### src/rtl/edo_pkg.sv
package edo_pkg;
    typedef enum logic [2:0] {
        ST_IDLE,
        ST_ROWOPEN,
        ST_READ,
        ST_WRITE,
        ST_HOLD
    } edo_state_t;
endpackage

### src/rtl/edo_access_fsm.sv
module edo_access_fsm
    import edo_pkg::*;
#(
    parameter int LANES     = 2,
    parameter int LANE_W    = 8,
    parameter int ADDR_W    = 12,
    parameter int ROW_IDX_W = 2,
    parameter int COL_IDX_W = 3,
    localparam int DATA_W   = LANES * LANE_W,
    localparam int IDX_W    = ROW_IDX_W + COL_IDX_W
) (
    input  logic              clk,
    input  logic              rst_n,
    input  logic              ras_n,
    input  logic [LANES-1:0]  cas_n,
    input  logic              we_n,
    input  logic              oe_n,
    input  logic [ADDR_W-1:0] addr,
    input  logic [DATA_W-1:0] dq_in,
    input  logic              ras_fall,
    input  logic [LANES-1:0]  cas_fall,
    input  logic              first_col,
    input  logic [DATA_W-1:0] rd_data,
    output logic [IDX_W-1:0]  mem_idx,
    output logic [LANES-1:0]  wr_en,
    output logic [DATA_W-1:0] wr_data,
    output logic [DATA_W-1:0] dq_out,
    output logic [LANES-1:0]  dq_oe,
    output logic              err_oe_conflict
);
    edo_state_t            state, state_nx;
    logic [ROW_IDX_W-1:0]  row_q;
    logic [COL_IDX_W-1:0]  col_q, col_sel;
    logic                  any_low, both_high, col_open;
    logic [LANES-1:0]      lane_drive;

    assign any_low    = ~(&cas_n);
    assign both_high  = &cas_n;
    assign col_open   = (state == ST_ROWOPEN || state == ST_HOLD) && first_col;
    assign col_sel    = col_open ? addr[COL_IDX_W-1:0] : col_q;
    assign mem_idx    = {row_q, col_sel};
    assign wr_data    = dq_in;
    assign lane_drive = ~cas_n & {LANES{~oe_n}};

    always_comb begin
        state_nx = state;
        if (ras_n) begin
            state_nx = ST_IDLE;
        end else begin
            unique case (state)
                ST_IDLE:    if (ras_fall) state_nx = ST_ROWOPEN;
                ST_ROWOPEN,
                ST_HOLD:    if (first_col) state_nx = we_n ? ST_READ : ST_WRITE;
                ST_READ: begin
                    if (!we_n && any_low) state_nx = ST_WRITE;
                    else if (both_high)   state_nx = ST_HOLD;
                end
                ST_WRITE:   if (both_high) state_nx = ST_ROWOPEN;
                default:    state_nx = ST_IDLE;
            endcase
        end
    end

    always_comb begin
        wr_en = '0;
        if (!ras_n && !we_n) begin
            unique case (state)
                ST_ROWOPEN, ST_HOLD: if (first_col) wr_en = ~cas_n;
                ST_READ:             if (any_low) wr_en = ~cas_n;
                ST_WRITE:            wr_en = cas_fall;
                default:             wr_en = '0;
            endcase
        end
    end

    // state register with row/column latches
    always_ff @(posedge clk or negedge rst_n) begin
        if (!rst_n) begin
            state <= ST_IDLE;
            row_q <= '0;
            col_q <= '0;
        end else begin
            state <= state_nx;
            if (state == ST_IDLE && !ras_n && ras_fall)
                row_q <= addr[ROW_IDX_W-1:0];
            if (!ras_n && col_open)
                col_q <= addr[COL_IDX_W-1:0];
        end
    end

    // registered outputs
    always_ff @(posedge clk or negedge rst_n) begin
        if (!rst_n) begin
            dq_out          <= '0;
            dq_oe           <= '0;
            err_oe_conflict <= 1'b0;
        end else begin
            err_oe_conflict <= 1'b0;
            if (ras_n) begin
                dq_oe <= '0;
            end else begin
                unique case (state)
                    ST_ROWOPEN, ST_HOLD: begin
                        if (first_col) begin
                            dq_oe  <= we_n ? lane_drive : '0;
                            dq_out <= rd_data;
                        end else if (oe_n || !we_n) begin
                            dq_oe <= '0;
                        end
                    end
                    ST_READ: begin
                        if (!we_n && any_low) begin
                            err_oe_conflict <= (|dq_oe) & ~oe_n;
                            dq_oe <= '0;
                        end else if (both_high) begin
                            if (oe_n || !we_n) dq_oe <= '0;
                        end else begin
                            dq_oe  <= lane_drive;
                            dq_out <= rd_data;
                        end
                    end
                    default: dq_oe <= '0;
                endcase
            end
        end
    end

    a_r9_ras_release: assert property (@(posedge clk) disable iff (!rst_n)
        ras_n |=> (dq_oe == '0));
    a_r5_write_hiz: assert property (@(posedge clk) disable iff (!rst_n)
        (state == ST_WRITE) |-> (dq_oe == '0));
    a_r3_lane_lo: assert property (@(posedge clk) disable iff (!rst_n)
        $rose(dq_oe[0]) |-> !$past(cas_n[0]));
    a_r3_lane_hi: assert property (@(posedge clk) disable iff (!rst_n)
        $rose(dq_oe[LANES-1]) |-> !$past(cas_n[LANES-1]));
    a_r8_err_cause: assert property (@(posedge clk) disable iff (!rst_n)
        err_oe_conflict |-> (!$past(we_n) && !$past(oe_n)));
    a_r7_no_write_we_high: assert property (@(posedge clk) disable iff (!rst_n)
        we_n |-> (wr_en == '0));
endmodule

### config.mk
export PLATFORM = sky130hd
export DESIGN_NAME = edo_access_fsm
export DESIGN_NICKNAME = d
export VERILOG_FILES = /design/src/rtl/edo_pkg.sv /design/src/rtl/edo_access_fsm.sv
export SDC_FILE = /design/constraint.sdc
export NUM_CORES = 1
export LEC_CHECK = 0
export ABC_AREA = 1
export BUFFER_PORTS_ARGS = -buffer_cell sky130_fd_sc_hd__buf_2
export CORE_AREA = 2 2 64 66
export DETAILED_ROUTE_END_ITERATION = 6
export DIE_AREA = 0 0 66 68
export PLACE_DENSITY = 0.78
export SYNTH_ARGS = -nofsm -noshare
export SYNTH_HDL_FRONTEND = slang
export SYNTH_SLANG_ARGS = --single-unit
### constraint.sdc
create_clock -name clk -period 1.8 [get_ports clk]
set_input_delay 0.18 -clock clk [delete_from_list [all_inputs] [get_ports clk]]
set_output_delay 0.18 -clock clk [all_outputs]
set_load 0.03 [all_outputs]
After elaboration in Yosys (flattened, before gate mapping)
Index checks and enable logic that the tools add are counted.
W data, S select, Z words.
Storage, ports and cells
  output and inout port bits: 42
  word-level logic and storage cells: 67
  input bits: 55
  register bits: 27
Cells by class
  eq/ne operators: 11
  reduce and logical (&&, ||, !) cells: 17
  bitwise logic cells: 6
  muxes and demuxes: 27
Operators with widths (number)
  $mux W16: 3
  $pmux W16 S2: 1
  $mux W3: 7
  $mux W2: 9
  $pmux W3 S4: 1
  $ne A3 B3 Y1 const B: 3
  $eq A3 B2 Y1 const B: 2
  $logic_and A1 B1 Y1: 6
  $ne A2 B2 Y1 const B: 3
  $pmux W2 S3: 1
  $reduce_and A5 Y1: 1
  $mux W1: 4
  $ne A4 B4 Y1 const B: 1
  $pmux W2 S2: 1
  $reduce_and A4 Y1: 1
  $reduce_or A2 Y1: 2
  $eq A3 B1 Y1 const B: 1
  $eq A3 B3 Y1 const B: 1
  $logic_not A3 Y1: 1
  $not A1 Y1: 3
  $and A2 B2 Y2: 1
  $logic_not A1 Y1: 2
  $logic_or A1 B1 Y1: 2
  $not A2 Y2: 1
  other kinds (3): 3

Depth between registers and ports, before layout
Gate-level depths: netlist of run 1.
  depth after elaboration: 7
  gate-level depth with buffers: 10
  mapped depth without buffers: 9

Worst setup path after synthesis of run 1
OpenSTA, ideal clock, no wires.
  path kind: register to output
  start: register state[0]
  end: output port mem_idx[0]
  data arrival time: 1.515 ns
  buffers on the path: 1
  stages on the path, launching flop included: 9
  path slack: 0.105 ns
  cells stage by stage: dfrtp_1 -> buf_6 -> nor2_4 -> nand2_2 -> nand2_4 -> inv_2 -> nor2_4 -> nor2_1 -> a21oi_1
On the way
  word-level cells in the longest chain between the ends: 4
  elaborated cells on any way between the ends: 5
  those cells by class: eq/ne: 2; mux: 1; reduce/logical: 2
RTL lines
  start: declaration: RTL line edo_access_fsm.sv:31  | edo_state_t state, state_nx;
  start signal: assignment: RTL line edo_access_fsm.sv:83  | state <= state_nx;
  $eq A3 B1 Y1 or $eq A3 B3 Y1 (tied branches): RTL line edo_access_fsm.sv:39  | assign col_open = (state == ST_ROWOPEN || state == ST_HOLD) && first_col;
  $logic_or A1 B1 Y1 *: RTL line edo_access_fsm.sv:39
  $logic_and A1 B1 Y1 *: RTL line edo_access_fsm.sv:39
  $mux W3 *: RTL line edo_access_fsm.sv:40  | assign col_sel = col_open ? addr[COL_IDX_W-1:0] : col_q;
  end: declaration: RTL line edo_access_fsm.sv:24  | output logic [IDX_W-1:0] mem_idx,
Every way passes the cells marked *; elsewhere a longest branch is shown, timed or not.

Final worst setup path of run 1
Same ends and word-level chain as after synthesis.

==> flow_results.xml, run 1 <==
<?xml version="1.0" encoding="UTF-8"?>
<metrics>
  <group name="outcome">
    <metric name="outcome" unit="">completed</metric>
  </group>
  <group name="synth">
    <metric name="postSynthAreaPerCell" unit="um2">7.63</metric>
    <metric name="syn-instance-count" unit="">209</metric>
    <metric name="seq_total_area_yosys" unit="">0.424</metric>
    <metric name="yosysTopAreaCell" unit="">dfrtp_1</metric>
    <metric name="cell_types_occupying_the_most_area_after_synthesis" unit="">dfrtp_1, nand2_1, buf_4</metric>
    <metric name="yosys.cell_types.count" unit="">23</metric>
    <metric name="syn-cell-area" unit="um2">1600</metric>
    <metric name="synthesized_netlist_net_count" unit="">264</metric>
    <metric name="yosys_warnings" unit="">0</metric>
    <metric name="async_flop_share" unit="">1.00</metric>
    <metric name="synth_top_flop_cell" unit="">dfrtp_1</metric>
    <metric name="synth_top_cell_area_share" unit="">0.424</metric>
    <metric name="synth-edff-count" unit="">0</metric>
    <metric name="seq_cells_post_synth" unit="">27</metric>
  </group>
  <group name="global_route">
    <metric name="grt_overflow" unit="">0</metric>
    <metric name="number_of_global_route_vias_before_repair" unit="">1392</metric>
    <metric name="gr-usage-all-layers" unit="">0.167</metric>
    <metric name="global_route_wire_length_before_repair" unit="mm">5.87</metric>
    <metric name="largest_net_degree_at_the_start_of_global_routing" unit="">28</metric>
    <metric name="grt_antenna_before_repair" unit="">0</metric>
  </group>
  <group name="power_and_ir_drop">
    <metric name="peakVddDrop" unit="mV">0.758</metric>
    <metric name="power_leakage" unit="nW">1.07</metric>
    <metric name="power_density" unit="nW/um2">1730</metric>
  </group>
  <group name="sta">
    <metric name="max_clock_freq" unit="MHz">565</metric>
    <metric name="fin_skew" unit="ns">0.00552</metric>
    <metric name="worstMarginPinSlew" unit="ns">0.600</metric>
    <metric name="slew_viol_final" unit="">0</metric>
    <metric name="setup_viol_count_final" unit="">0</metric>
    <metric name="rsz0062_at_grt" unit="">yes</metric>
    <metric name="finalCritPeriodShare" unit="">0.984</metric>
    <metric name="hold_violation_count_in_the_final_report" unit="">0</metric>
    <metric name="finalCriticalPeriod" unit="ns">1.77</metric>
    <metric name="relSlewSlack" unit="">0.600</metric>
    <metric name="whs" unit="ns">0.0987</metric>
  </group>
  <group name="drt">
    <metric name="avgRoutedWirePerCell" unit="um">12.1</metric>
    <metric name="drt_pre_antenna_iters" unit="">4</metric>
    <metric name="drcViolationCount" unit="">0</metric>
    <metric name="route.detailed.vias_per_inst" unit="">4.95</metric>
    <metric name="wl" unit="mm">3.76</metric>
    <metric name="drt.antenna.violating_nets" unit="">0</metric>
    <metric name="drtIter0Drc" unit="">70</metric>
    <metric name="route.vias.total" unit="">1534</metric>
  </group>
  <group name="clock_network">
    <metric name="cts_buffer_depth" unit="">2</metric>
    <metric name="cts_buffers" unit="">3</metric>
    <metric name="htree_num_levels" unit="">1</metric>
    <metric name="cts_sinks" unit="">27</metric>
    <metric name="clk_transition_reported_paths" unit="ns">0.09</metric>
    <metric name="tritoncts" unit="">yes</metric>
    <metric name="insertion_delay" unit="ns">0.27</metric>
    <metric name="clock_tree.root_cell" unit="">clkbuf_8</metric>
  </group>
  <group name="setup_path">
    <metric name="timing.reg2reg.setup_slack" unit="ns">0.08</metric>
    <metric name="crit_path_end_kind" unit="">output pin</metric>
    <metric name="critical_path_peak_fanout" unit="">7</metric>
    <metric name="critical_path.startpoint" unit="">state[0]</metric>
    <metric name="crit_type" unit="">flip-flop to output pin</metric>
    <metric name="critical_path.reg2reg.startpoint" unit="">state[0]</metric>
    <metric name="crit_arrival" unit="ns">1.59</metric>
    <metric name="worst-endpoint-required" unit="ns">1.62</metric>
    <metric name="critPathLaunchType" unit="">flip-flop</metric>
    <metric name="crit-reg2reg-capture" unit="">dq_out[12]</metric>
    <metric name="reg2reg_depth" unit="">10</metric>
    <metric name="crit_end" unit="">mem_idx[0]</metric>
  </group>
  <group name="worst_hold_path">
    <metric name="hold_path_class" unit="">input port to flip-flop</metric>
    <metric name="hp-start" unit="">rd_data[10]</metric>
    <metric name="min_path_cells" unit="">3</metric>
  </group>
  <group name="final_layout">
    <metric name="area_growth_syn_to_layout" unit="%">23.8</metric>
    <metric name="final_common_cell" unit="">nand2_1</metric>
    <metric name="final_nets" unit="">316</metric>
    <metric name="layout_common_cells" unit="">nand2_1, buf_2, dfrtp_1</metric>
    <metric name="count_of_antenna_diodes_in_the_layout" unit="">0</metric>
    <metric name="final_core_utilization" unit="">0.512</metric>
    <metric name="drive_above_1_share" unit="">0.369</metric>
    <metric name="fillCellCount" unit="">398</metric>
  </group>
  <group name="die">
    <metric name="die-width" unit="um">66</metric>
    <metric name="initial_core_utilization" unit="">0.414</metric>
    <metric name="core.rowCount" unit="">23</metric>
    <metric name="core" unit="um2">3860</metric>
    <metric name="die_area" unit="um2">4490</metric>
    <metric name="dieHeight" unit="um">68</metric>
    <metric name="pin_count" unit="">97</metric>
  </group>
  <group name="place">
    <metric name="gp_routability_congestion" unit="">0.798</metric>
    <metric name="dp_hpwl" unit="mm">2.60</metric>
    <metric name="buffer_ports.inserted" unit="">55</metric>
  </group>
  <group name="run">
    <metric name="max-cap-violations" unit="">0</metric>
  </group>
</metrics>
## through the flow
step / worst slack (ns) / cell area (um2) / total power, mW / instances / TNS (ns)
after floorplan: 0.105 / 1600 / 2.44 / 209 / 0
after global placement: 0.189 / 1770 / 2.75 / 293 / 0
after detailed placement: 0.150 / 1770 / 2.80 / 293 / 0
after CTS: 0.00702 / 1890 / 3.28 / 304 / 0
after global routing: -0.0549 / 1980 / 3.71 / 310 / -0.190
final: 0.0289 / 1980 / 3.42 / 310 / 0
## state kept, by name, indices dropped and copies added, names as in the netlist
name and count:
col_q 3, state 3, dq_out 16, err_oe_conflict 1, row_q 2, dq_oe 2
## metal layers
layer  wire length (um)  global-route usage  vias up
met4                 44              0.0714        0
met2               1960               0.306       52
li1                   -                   -      762
met1               1540               0.200      716
met5                  0                   0        -
met3                213              0.0197        4
## power breakdown
group | internal, mW | switching, mW
Sequential | 0.866 | 0.144
Clock | 0.155 | 0.183
Combinational | 0.693 | 1.38
Total | 1.71 | 1.71
## what timing repair did
action	in CTS	in global routing
hold buffers	1	0
pin swaps	3	9
endpoints found under the setup margin	4	12
resized for setup	7	14
setup buffers	6	5
endpoints found under the hold margin	27	0
gates cloned	0	1
## worst min-delay path by stage
stage	slack, ns	endpoint
2_1_floorplan	-0.12	col_q[0]
3_3_place_gp	0.22	dq_out[5]
3_5_place_dp	0.23	dq_out[15]
4_1_cts	0.09	dq_out[10]
5_1_grt	0.10	dq_out[14]
6_report	0.1	dq_out[10]
## synth_stat cells (3+ instances only)
library cell and count:
inv_2 3, buf_4 16, nor2_1 9, nand2_2 3
o21ai_1 3, a21oi_1 11, dfrtp_1 27, buf_6 3
inv_1 14, nand2_4 3, nand2_1 70, o21ai_0 21
nand3_1 11
## layout make-up
| cell class | instances | area (um2) | share of cell area |
|---|---|---|---|
| Sequential cell | 27 | 679 | 0.344 |
| Clock inverter | 1 | 5.00 | 0.00253 |
| Timing Repair Buffer | 67 | 384 | 0.194 |
| Clock buffer | 3 | 41.3 | 0.0209 |
| Inverter | 17 | 66.3 | 0.0336 |
| Multi-Input combinational cell | 145 | 737 | 0.373 |
| Tap cell | 50 | 62.6 | 0.0317 |
## logic make-up after synthesis
kind of cell / after synthesis / synth area share
DFF: 27 / 0.424
AOI/OAI and AO/OA: 39 / 0.127
and+or+nand+nor: 105 / 0.307
buffers and inverters: 38 / 0.143
## worst max-delay path, cell delays in order (launching register included)
cell and delay, ns:
dfrtp_2 0.45, nor2_4 0.13, nand2_2 0.09, nand2_4 0.09
inv_4 0.04, nor2_4 0.15, nor2_1 0.06, a21oi_1 0.12
buf_4 0.18
Note: power is estimated with default switching activity, not from simulation.
==> run 2: changes to the inputs <==
- CORE_AREA: 2 2 64 66 -> 2 2 66 68
- DIE_AREA: 0 0 66 68 -> 0 0 68 70
- PLACE_DENSITY: 0.78 -> 0.74
==> flow_results.xml, run 2 (synthesis gave the netlist of run 1 again) <==
<?xml version="1.0" encoding="UTF-8"?>
<metrics>
  <group name="outcome">
    <metric name="outcome" unit="">completed</metric>
  </group>
  <group name="worst_hold_path">
    <metric name="hold_path_class" unit="">input port to flip-flop</metric>
    <metric name="hp-start" unit="">rd_data[5]</metric>
    <metric name="min_path_cells" unit="">3</metric>
  </group>
  <group name="place">
    <metric name="dp_slack" unit="ns">0.165</metric>
    <metric name="dp_hpwl" unit="mm">2.56</metric>
    <metric name="placedInstanceArea" unit="um2">1780</metric>
    <metric name="buffer_ports.inserted" unit="">55</metric>
    <metric name="gp_routability_congestion" unit="">0.879</metric>
  </group>
  <group name="drt">
    <metric name="avgRoutedWirePerCell" unit="um">11.6</metric>
    <metric name="route.vias.total" unit="">1490</metric>
    <metric name="drt_pre_antenna_iters" unit="">4</metric>
    <metric name="drcViolationCount" unit="">0</metric>
    <metric name="wl" unit="mm">3.59</metric>
    <metric name="route.detailed.vias_per_inst" unit="">4.79</metric>
    <metric name="drt.antenna.violating_nets" unit="">0</metric>
    <metric name="drtIter0Drc" unit="">59</metric>
  </group>
  <group name="final_layout">
    <metric name="drive_above_1_share" unit="">0.363</metric>
    <metric name="largest_register" unit="">dq_out</metric>
    <metric name="layout_common_cells" unit="">nand2_1, buf_2, dfrtp_1</metric>
    <metric name="register_area" unit="um2">679</metric>
    <metric name="multi_input_area" unit="um2">742</metric>
    <metric name="fillCellCount" unit="">406</metric>
    <metric name="largest_reg_flops" unit="">16</metric>
    <metric name="final_common_cell" unit="">nand2_1</metric>
    <metric name="largest_registers" unit="">dq_out: 16 flops, col_q: 3 flops, state: 3 flops</metric>
    <metric name="layout.cell_area.non_filler" unit="um2">1980</metric>
    <metric name="area_growth_syn_to_layout" unit="%">24.0</metric>
    <metric name="final_core_utilization" unit="">0.477</metric>
    <metric name="final_nets" unit="">315</metric>
    <metric name="count_of_antenna_diodes_in_the_layout" unit="">0</metric>
  </group>
  <group name="setup_path">
    <metric name="critical_path_peak_fanout" unit="">4</metric>
    <metric name="reg2reg_depth" unit="">8</metric>
    <metric name="worst-endpoint-required" unit="ns">1.62</metric>
    <metric name="crit_type" unit="">flip-flop to output pin</metric>
    <metric name="critical_path.startpoint" unit="">state[0]</metric>
    <metric name="crit_path_end_kind" unit="">output pin</metric>
    <metric name="crit_arrival" unit="ns">1.59</metric>
    <metric name="critPathLaunchType" unit="">flip-flop</metric>
    <metric name="critical_path.reg2reg.startpoint" unit="">state[0]</metric>
  </group>
  <group name="power_and_ir_drop">
    <metric name="power_leakage" unit="nW">1.07</metric>
    <metric name="peakVddDrop" unit="mV">0.691</metric>
    <metric name="power_density" unit="nW/um2">1730</metric>
  </group>
  <group name="global_route">
    <metric name="grt_antenna_before_repair" unit="">0</metric>
    <metric name="grt_overflow" unit="">0</metric>
    <metric name="global_route_wire_length_before_repair" unit="mm">5.93</metric>
    <metric name="largest_net_degree_at_the_start_of_global_routing" unit="">28</metric>
    <metric name="gr-usage-all-layers" unit="">0.156</metric>
    <metric name="number_of_global_route_vias_before_repair" unit="">1371</metric>
  </group>
  <group name="sta">
    <metric name="worstMarginPinSlew" unit="ns">0.629</metric>
    <metric name="slew_viol_final" unit="">0</metric>
    <metric name="rsz0062_at_grt" unit="">yes</metric>
    <metric name="finalCritPeriodShare" unit="">0.982</metric>
    <metric name="hold_violation_count_in_the_final_report" unit="">0</metric>
    <metric name="fin_skew" unit="ns">0.00329</metric>
    <metric name="setup_viol_count_final" unit="">0</metric>
    <metric name="max_clock_freq" unit="MHz">566</metric>
    <metric name="relSlewSlack" unit="">0.580</metric>
    <metric name="fin_ws" unit="ns">0.0317</metric>
    <metric name="finalCriticalPeriod" unit="ns">1.77</metric>
  </group>
  <group name="die">
    <metric name="initial_core_utilization" unit="">0.385</metric>
    <metric name="dieHeight" unit="um">70</metric>
    <metric name="die_area" unit="um2">4760</metric>
    <metric name="die-width" unit="um">68</metric>
    <metric name="core.rowCount" unit="">24</metric>
    <metric name="core" unit="um2">4140</metric>
    <metric name="pin_count" unit="">97</metric>
  </group>
  <group name="clock_network">
    <metric name="cts_sinks" unit="">27</metric>
    <metric name="htree_num_levels" unit="">1</metric>
    <metric name="insertion_delay" unit="ns">0.27</metric>
    <metric name="cts_buffer_depth" unit="">2</metric>
    <metric name="clk_transition_reported_paths" unit="ns">0.09</metric>
    <metric name="tritoncts" unit="">yes</metric>
    <metric name="clock_tree.root_cell" unit="">clkbuf_8</metric>
    <metric name="cts_buffers" unit="">3</metric>
  </group>
  <group name="run">
    <metric name="max-cap-violations" unit="">0</metric>
  </group>
</metrics>
[run 2: cell types whose count changed in the layout (fill, tap and decap cells not counted), sizes merged]
cell,previous run,this run
buf,66,65
[run 2: cell type report]
cell class,instances,share of cell area
Multi-Input combinational cell,145,0.375
Sequential cell,27,0.343
Timing Repair Buffer,66,0.190
Inverter,17,0.0348
Tap cell,52,0.0329
Clock buffer,3,0.0209
Clock inverter,1,0.00253
[run 2: per-stage QoR]
| stage | TNS (ns) | instances | hold WS (ns) | power (mW) |
|---|---|---|---|---|
| global placement | 0 | 296 | 0.230 | 2.78 |
| floorplan | 0 | 209 | -0.116 | 2.44 |
| CTS | -0.0142 | 307 | 0.0979 | 3.28 |
| global route | -0.316 | 311 | 0.106 | 3.71 |
| detailed placement | 0 | 296 | 0.228 | 2.81 |
| finish | 0 | 311 | 0.104 | 3.42 |
[run 2: layer usage]
| metal | share of wire | wire length [um] | global-route usage | vias to the layer above |
|---|---|---|---|---|
| met2 | 0.50 | 1790 | 0.257 | 50 |
| met1 | 0.45 | 1600 | 0.217 | 683 |
| li1 | - | - | - | 755 |
| met3 | 0.053 | 191 | 0.0274 | 2 |
| met4 | 0.0022 | 8 | 0.0222 | 0 |
| met5 | 0 | 0 | 0 | - |
[run 2: worst paths after layout]
kind / endpoint / slack (ns)
setup / recovery: wr_en[0] / 0.03
hold / removal: dq_out[5] / 0.10
setup reg to reg: dq_out[3] / 0.10
hold reg to reg: row_q[1] / 0.49
max in group asynchronous: state[1] / 0.89
min in group asynchronous: err_oe_conflict / 0.47
[run 2: repair_timing]
item | 4_1_cts | 5_1_grt
buffers inserted | 6 | 3
cloned | 0 | 1
pin swaps | 2 | 6
hold buffers | 1 | 0
endpoints found under the hold margin | 27 | 0
setup endpoints to repair | 3 | 6
gates resized for setup | 8 | 12
[run 2: worst max-delay path, stage by stage, from the launching register on]
cell and delay (ns):
dfrtp_2 0.46, buf_4 0.15, inv_1 0.09, nand2_2 0.07, nor2_4 0.16, a22oi_2 0.07, a21oi_1 0.14, buf_4 0.17
[run 2: report_power, final]
part / total (mW) / internal [mW] / switching, mW
logic: 2.06 / 0.703 / 1.36
registers: 1.01 / 0.866 / 0.148
clock network: 0.343 / 0.155 / 0.188
